<file path="src/rtl/ipi_mbox_pkg.sv">
package ipi_mbox_pkg;
  localparam int WORD_W   = 32;
  localparam int ID_W     = 14;
  localparam int MSG_W    = 16;
  localparam int ACK_BIT  = 31;
  localparam int GEN_BIT  = 30;
  localparam int PEND_BIT = 30;
  localparam int ID_LSB   = 16;

  function automatic logic [WORD_W-1:0] pack_status(input logic [ID_W-1:0] src,
                                                    input logic [MSG_W-1:0] msg);
    return {2'b01, src, msg};
  endfunction
endpackage

</file>
<file path="src/rtl/ipi_rst_sync.sv">
module ipi_rst_sync (
  input  logic clk,
  input  logic rst_n,
  output logic rst_sync_n
);
  logic [1:0] sync_q;

  always_ff @(posedge clk or negedge rst_n) begin
    if (!rst_n) sync_q <= 2'b00;
    else        sync_q <= {sync_q[0], 1'b1};
  end

  assign rst_sync_n = sync_q[1];
endmodule

</file>
<file path="src/rtl/ipi_addr_dec.sv">
module ipi_addr_dec
  import ipi_mbox_pkg::*;
#(
  parameter int NUM_CPU = 4,
  parameter int ADDR_W  = 6,
  localparam int IDX_W  = ADDR_W - 3
) (
  input  logic [ADDR_W-1:0] addr,
  input  logic              we,
  input  logic [WORD_W-1:0] wdata,
  output logic [IDX_W-1:0]  slot_idx,
  output logic              slot_ok,
  output logic              sel_status,
  output logic [NUM_CPU-1:0] ctrl_we_vec,
  output logic [NUM_CPU-1:0] gen_vec,
  output logic [NUM_CPU-1:0] ack_vec,
  output logic [ID_W-1:0]   src_id
);
  logic [ID_W-1:0] dst_id;
  logic            ctrl_wr;
  logic [1:0]      unused_byte_off;

  assign unused_byte_off = addr[1:0];
  assign slot_idx   = addr[ADDR_W-1:3];
  assign sel_status = addr[2];
  assign slot_ok    = int'(slot_idx) < NUM_CPU;
  assign ctrl_wr    = we && !sel_status && slot_ok;
  assign dst_id     = wdata[ID_LSB +: ID_W];
  assign src_id     = ID_W'(slot_idx);

  for (genvar i = 0; i < NUM_CPU; i++) begin : g_dec
    assign ctrl_we_vec[i] = ctrl_wr && (slot_idx == IDX_W'(i));
    assign ack_vec[i]     = ctrl_we_vec[i] && wdata[ACK_BIT];
    assign gen_vec[i]     = ctrl_wr && wdata[GEN_BIT] && (dst_id == ID_W'(i));
  end
endmodule

</file>
<file path="src/rtl/ipi_cpu_slot.sv">
module ipi_cpu_slot
  import ipi_mbox_pkg::*;
(
  input  logic              clk,
  input  logic              rst_n,
  input  logic              ctrl_we,
  input  logic [WORD_W-1:0] wdata,
  input  logic              gen_hit,
  input  logic [ID_W-1:0]   gen_src,
  input  logic              ack_hit,
  output logic [WORD_W-1:0] ctrl_q,
  output logic [WORD_W-1:0] status_q,
  output logic              irq
);
  logic [WORD_W-1:0] status_nxt;
  logic              status_en;

  always_comb begin
    status_nxt = status_q;
    if (gen_hit) status_nxt = pack_status(gen_src, wdata[MSG_W-1:0]);
    if (ack_hit) status_nxt[PEND_BIT] = 1'b0;
  end

  assign status_en = gen_hit || ack_hit;

  always_ff @(posedge clk or negedge rst_n) begin
    if (!rst_n) begin
      ctrl_q   <= '0;
      status_q <= '0;
    end else begin
      if (ctrl_we)   ctrl_q   <= wdata;
      if (status_en) status_q <= status_nxt;
    end
  end

  assign irq = status_q[PEND_BIT];
endmodule

</file>
<file path="src/rtl/ipi_mailbox.sv">
module ipi_mailbox
  import ipi_mbox_pkg::*;
#(
  parameter int NUM_CPU = 4,
  parameter int ADDR_W  = 6
) (
  input  logic               clk,
  input  logic               rst_n,
  input  logic [ADDR_W-1:0]  bus_addr,
  input  logic               bus_we,
  input  logic [31:0]        bus_wdata,
  output logic [31:0]        bus_rdata,
  output logic [NUM_CPU-1:0] ipi_irq
);
  localparam int IDX_W = ADDR_W - 3;

  logic                           rst_sync_n;
  logic [IDX_W-1:0]               slot_idx;
  logic                           slot_ok;
  logic                           sel_status;
  logic [NUM_CPU-1:0]             ctrl_we_vec;
  logic [NUM_CPU-1:0]             gen_vec;
  logic [NUM_CPU-1:0]             ack_vec;
  logic [ID_W-1:0]                src_id;
  logic [NUM_CPU-1:0][WORD_W-1:0] ctrl_arr;
  logic [NUM_CPU-1:0][WORD_W-1:0] stat_arr;

  ipi_rst_sync u_rst_sync (
    .clk        (clk),
    .rst_n      (rst_n),
    .rst_sync_n (rst_sync_n)
  );

  ipi_addr_dec #(.NUM_CPU(NUM_CPU), .ADDR_W(ADDR_W)) u_dec (
    .addr        (bus_addr),
    .we          (bus_we),
    .wdata       (bus_wdata),
    .slot_idx    (slot_idx),
    .slot_ok     (slot_ok),
    .sel_status  (sel_status),
    .ctrl_we_vec (ctrl_we_vec),
    .gen_vec     (gen_vec),
    .ack_vec     (ack_vec),
    .src_id      (src_id)
  );

  for (genvar i = 0; i < NUM_CPU; i++) begin : g_slot
    ipi_cpu_slot u_slot (
      .clk      (clk),
      .rst_n    (rst_sync_n),
      .ctrl_we  (ctrl_we_vec[i]),
      .wdata    (bus_wdata),
      .gen_hit  (gen_vec[i]),
      .gen_src  (src_id),
      .ack_hit  (ack_vec[i]),
      .ctrl_q   (ctrl_arr[i]),
      .status_q (stat_arr[i]),
      .irq      (ipi_irq[i])
    );
  end

  always_comb begin
    bus_rdata = '0;
    if (slot_ok) begin
      for (int i = 0; i < NUM_CPU; i++) begin
        if (slot_idx == IDX_W'(i)) bus_rdata = sel_status ? stat_arr[i] : ctrl_arr[i];
      end
    end
  end
endmodule

</file>
<file path="config.mk">
export PLATFORM = sky130hd
export DESIGN_NAME = ipi_mailbox
export DESIGN_NICKNAME = d
export VERILOG_FILES = /design/src/rtl/ipi_mbox_pkg.sv /design/src/rtl/ipi_rst_sync.sv /design/src/rtl/ipi_addr_dec.sv /design/src/rtl/ipi_cpu_slot.sv /design/src/rtl/ipi_mailbox.sv
export SDC_FILE = /design/constraint.sdc
export NUM_CORES = 1
export LEC_CHECK = 0
export ABC_AREA = 1
export BUFFER_PORTS_ARGS = -buffer_cell sky130_fd_sc_hd__clkbuf_2
export CAP_MARGIN = 20
export CELL_PAD_IN_SITES_DETAIL_PLACEMENT = 1
export CELL_PAD_IN_SITES_GLOBAL_PLACEMENT = 1
export CORE_ASPECT_RATIO = 1.1
export CORE_MARGIN = 2
export CORE_UTILIZATION = 45
export CTS_CLUSTER_DIAMETER = 30
export DETAILED_ROUTE_END_ITERATION = 10
export HOLD_SLACK_MARGIN = 0.03
export PLACE_DENSITY = 0.88
export SETUP_SLACK_MARGIN = 0.1
export SLEW_MARGIN = 20
export SYNTH_ARGS = -nofsm -noshare
export SYNTH_HDL_FRONTEND = slang
export SYNTH_SLANG_ARGS = --single-unit
</file>
<file path="constraint.sdc">
create_clock -name clk -period 7.95 [get_ports clk]
set_input_delay 1.59 -clock clk [delete_from_list [all_inputs] [get_ports clk]]
set_output_delay 1.59 -clock clk [all_outputs]
set_load 0.05 [all_outputs]
</file>
==> results.md <==
- Setup violators final: 0
- Placed insts: 1,594
- Post-CTS setup buffers: 0
- RSZ-0062 raised after global routing: no
- Die W: 146 um
- Synth unique cells: 25
- Number of global-route vias before repair: 10,589
- Root Driver: clkbuf_16
- Crit-path leading delay family: simple AND/OR/NAND/NOR gates
- Share of cells above drive strength 1: 0.146
- Vias/cell: 5.71
- Remaining DRCs: 0
- Antenna-violating nets left: 0
- Slew margin rel.: 0.310
- First-pass GRT wire length: 56,900 um
- Wirelength, routed: 35,700 um
- Synth area leaders: dfrtp_1 (53%), nand2_1 (17%), o21ai_0 (7.0%)
- Clk buf depth: 3
- Critical Path Most Common Cell: clkbuf_2
- Fmax: 0.162 GHz
- Post-synthesis net count: 1,329
- CORE AREA: 21,900 um^2
- # hold bufs at CTS: 0
- Final core utilization: 0.551
- Final instance area: 12,100 um^2
- Dpl cell area: 10,400 um^2
- Mapped Area: 9950 um^2
- Slew @ Worst Pin: 1030 ps
- Worst EP arrival: 4580 ps
- Yosys top cell by area: dfrtp_1
- TNS Setup: 0 ps
- Seq/Total Area, Yosys: 0.528
- Non-Filler Instances: 1,674
- Slowest CP cell: nor2_2
- Total GRT Usage: 0.311
- Filler instances: 2,651
- Multi-input gate area: 3970 um^2
- Site row count: 57
- H-tree depth: 2
- Starting Density: 0.454
- Setup ws final: 1780 ps
- Layout Area Growth over Synthesis: 21.2%
- Io pins: 77
- Clock sinks: 210
- Yosys warns: 0
- CP required: 6360 ps
- Initial antenna violation count: 0
- Final Hold Fails: 0
- Critical path class: in -> out
- Crit-path max cell delay: 1010 ps
- TritonCTS buffer count: 44
- Max Cap Viol: 0
- Setup crit end kind: output port
- Register Area: 5260 um^2
- Post-synth top area share: 0.528
- Grt total ovfl: 0
- Post-CTS sizing: 0
- Maximum vdd drop: 0.185 mV
- Cells after synthesis: 1,288
- Post-route clock period utilization: 0.776
- DP Worst Slack: 1810 ps
- Fin nets: 1,386
- Gpl congestion: 0.793
- Via count: 9,557
- HP Class: reg -> reg
- Run status: finished clean
- Worst-path maximum fanout: 24
- Clock period minus worst slack: 6170 ps
- Yosys reg bits: 210
- 1st-pass router iterations: 5
- Initial DRC Count: 669
- Clock Latency Late Sink: 530 ps
- Post-DP HPWL: 18,900 um
- Chip height: 160 um
- Largest net degree at the start of global routing: 138
- Critical Path, Cell by Cell: clkbuf_2 > inv_2 > buf_4 > nand2_1 > nor2_2 > o21ai_0 > nand3_1 > nor2_1 > clkbuf_2
- Pwr/cell area: 307 nW/um^2
- CTS clk-pin slew, worst paths: 40 ps
- CP bufs+invs: 4
- Critical path launch point type: input port
- Leak: 6.15 nW
- Routed wire length per instance: 21.3 um
- Final worst clock skew: 12.5 ps
- Avg Cell Area, Syn: 7.72 um^2
- Die area: 23,300 um^2
- R2R setup slack: 6160 ps
- Inserted Diodes: 0
- Slew Viols, Final: 0
- Port bufs: 74
- CTS tree: built
==> synth_stat cells <==
cell and count:
nand2_1 449, dfrtp_1 210, o21ai_0 139, nand3_1 135, nor2_1 111, inv_1 75
buf_2 36, a21oi_1 26, o21ai_1 25, clkbuf_1 19, buf_4 16, inv_2 10
nand2_2 8, nor2_2 6, o211ai_1 5, nor2_4 4, buf_1 3, buf_6 2
nand3_2 2, o21bai_1 2, a21boi_0 1, clkbuf_2 1, conb_1 1, nand2_4 1
o21a_1 1
==> routing by layer <==
| metal | wire length (um) | track usage | part of all wire | up-vias |
|---|---|---|---|---|
| li1 | - | - | - | 4221 |
| met1 | 13600 | 0.361 | 0.38 | 4807 |
| met2 | 18000 | 0.545 | 0.50 | 389 |
| met3 | 2290 | 0.0546 | 0.064 | 140 |
| met4 | 1830 | 0.169 | 0.051 | 0 |
| met5 | 0 | 0 | 0 | - |
==> area by class of cell <==
cell class / count / area share
tap: 295 / 0.0306
sequential: 210 / 0.436
clock inverter: 28 / 0.0346
clock buffer: 52 / 0.102
multi-input combinational: 916 / 0.329
timing repair buffer: 88 / 0.0415
inverter: 85 / 0.0265
==> registers in the layout, summed over array words and instances, names as in the netlist <==
signal / count
g_slot.u_slot.ctrl_q: 128
u_rst_sync.sync_q: 2
g_slot.u_slot.status_q: 80
==> power by group <==
group	leakage (nW)	total [mW]	internal, mW	switching, mW
clock network	0.773	2.03	1.39	0.634
registers	2.74	1.30	1.21	0.0882
logic	2.64	0.379	0.111	0.267
total	6.15	3.70	2.71	0.990
==> cell usage in the layout, fill, tap and decap left out <==
master and instances:
dfrtp_1 209, clkinv_8 1, a21oi_1 26, inv_6 3
clkinvlp_4 10, dfrtp_4 1, inv_2 11, nor2_2 6
clkbuf_1 1, nor2_4 4, nand2_2 9, inv_1 74
nand3_1 135, o211ai_1 5, clkbuf_16 46, buf_12 2
clkinv_2 4, clkbuf_2 74, nor2_1 111, nand2_1 448
nand2_4 1, nand3_2 2, o21bai_1 2, o21ai_0 139
o21ai_1 25, clkinv_4 1, conb_1 1, bufinv_16 9
a21boi_0 1, buf_4 12, clkbuf_8 5, o21a_1 1
==> cells by family (layout without fill, tap and decap cells) <==
logic type / after synthesis / in the layout / synth area share
AND/OR/NAND/NOR: 716 / 716 / 0.296
flip-flops: 210 / 210 / 0.528
AO/OA/AOI/OAI: 199 / 199 / 0.102
buffers and inverters: 162 / 253 / 0.0733
other: 1 / 1 / 0.000377
==> stage by stage <==
| step | hold WS (ps) | power, mW |
|---|---|---|
| after floorplan | 331 | 1.55 |
| after global placement | 334 | 1.63 |
| after detailed placement | 338 | 1.66 |
| after CTS | 357 | 3.71 |
| after global routing | 356 | 3.82 |
| final | 351 | 3.70 |
==> final timing paths <==
check,endpoint,startpoint,cells after the start
setup / recovery,bus_rdata[3],bus_addr[5],9
hold / removal,u_rst_sync.sync_q[1],u_rst_sync.sync_q[0],0
setup reg to reg,g_slot[3].u_slot.ctrl_q[17],u_rst_sync.sync_q[1],1
hold reg to reg,u_rst_sync.sync_q[1],u_rst_sync.sync_q[0],0
max in group asynchronous,g_slot[3].u_slot.ctrl_q[17],u_rst_sync.sync_q[1],1
min in group asynchronous,g_slot[3].u_slot.ctrl_q[4],u_rst_sync.sync_q[1],0
No activity file was read; power rests on OpenSTA's default activity.
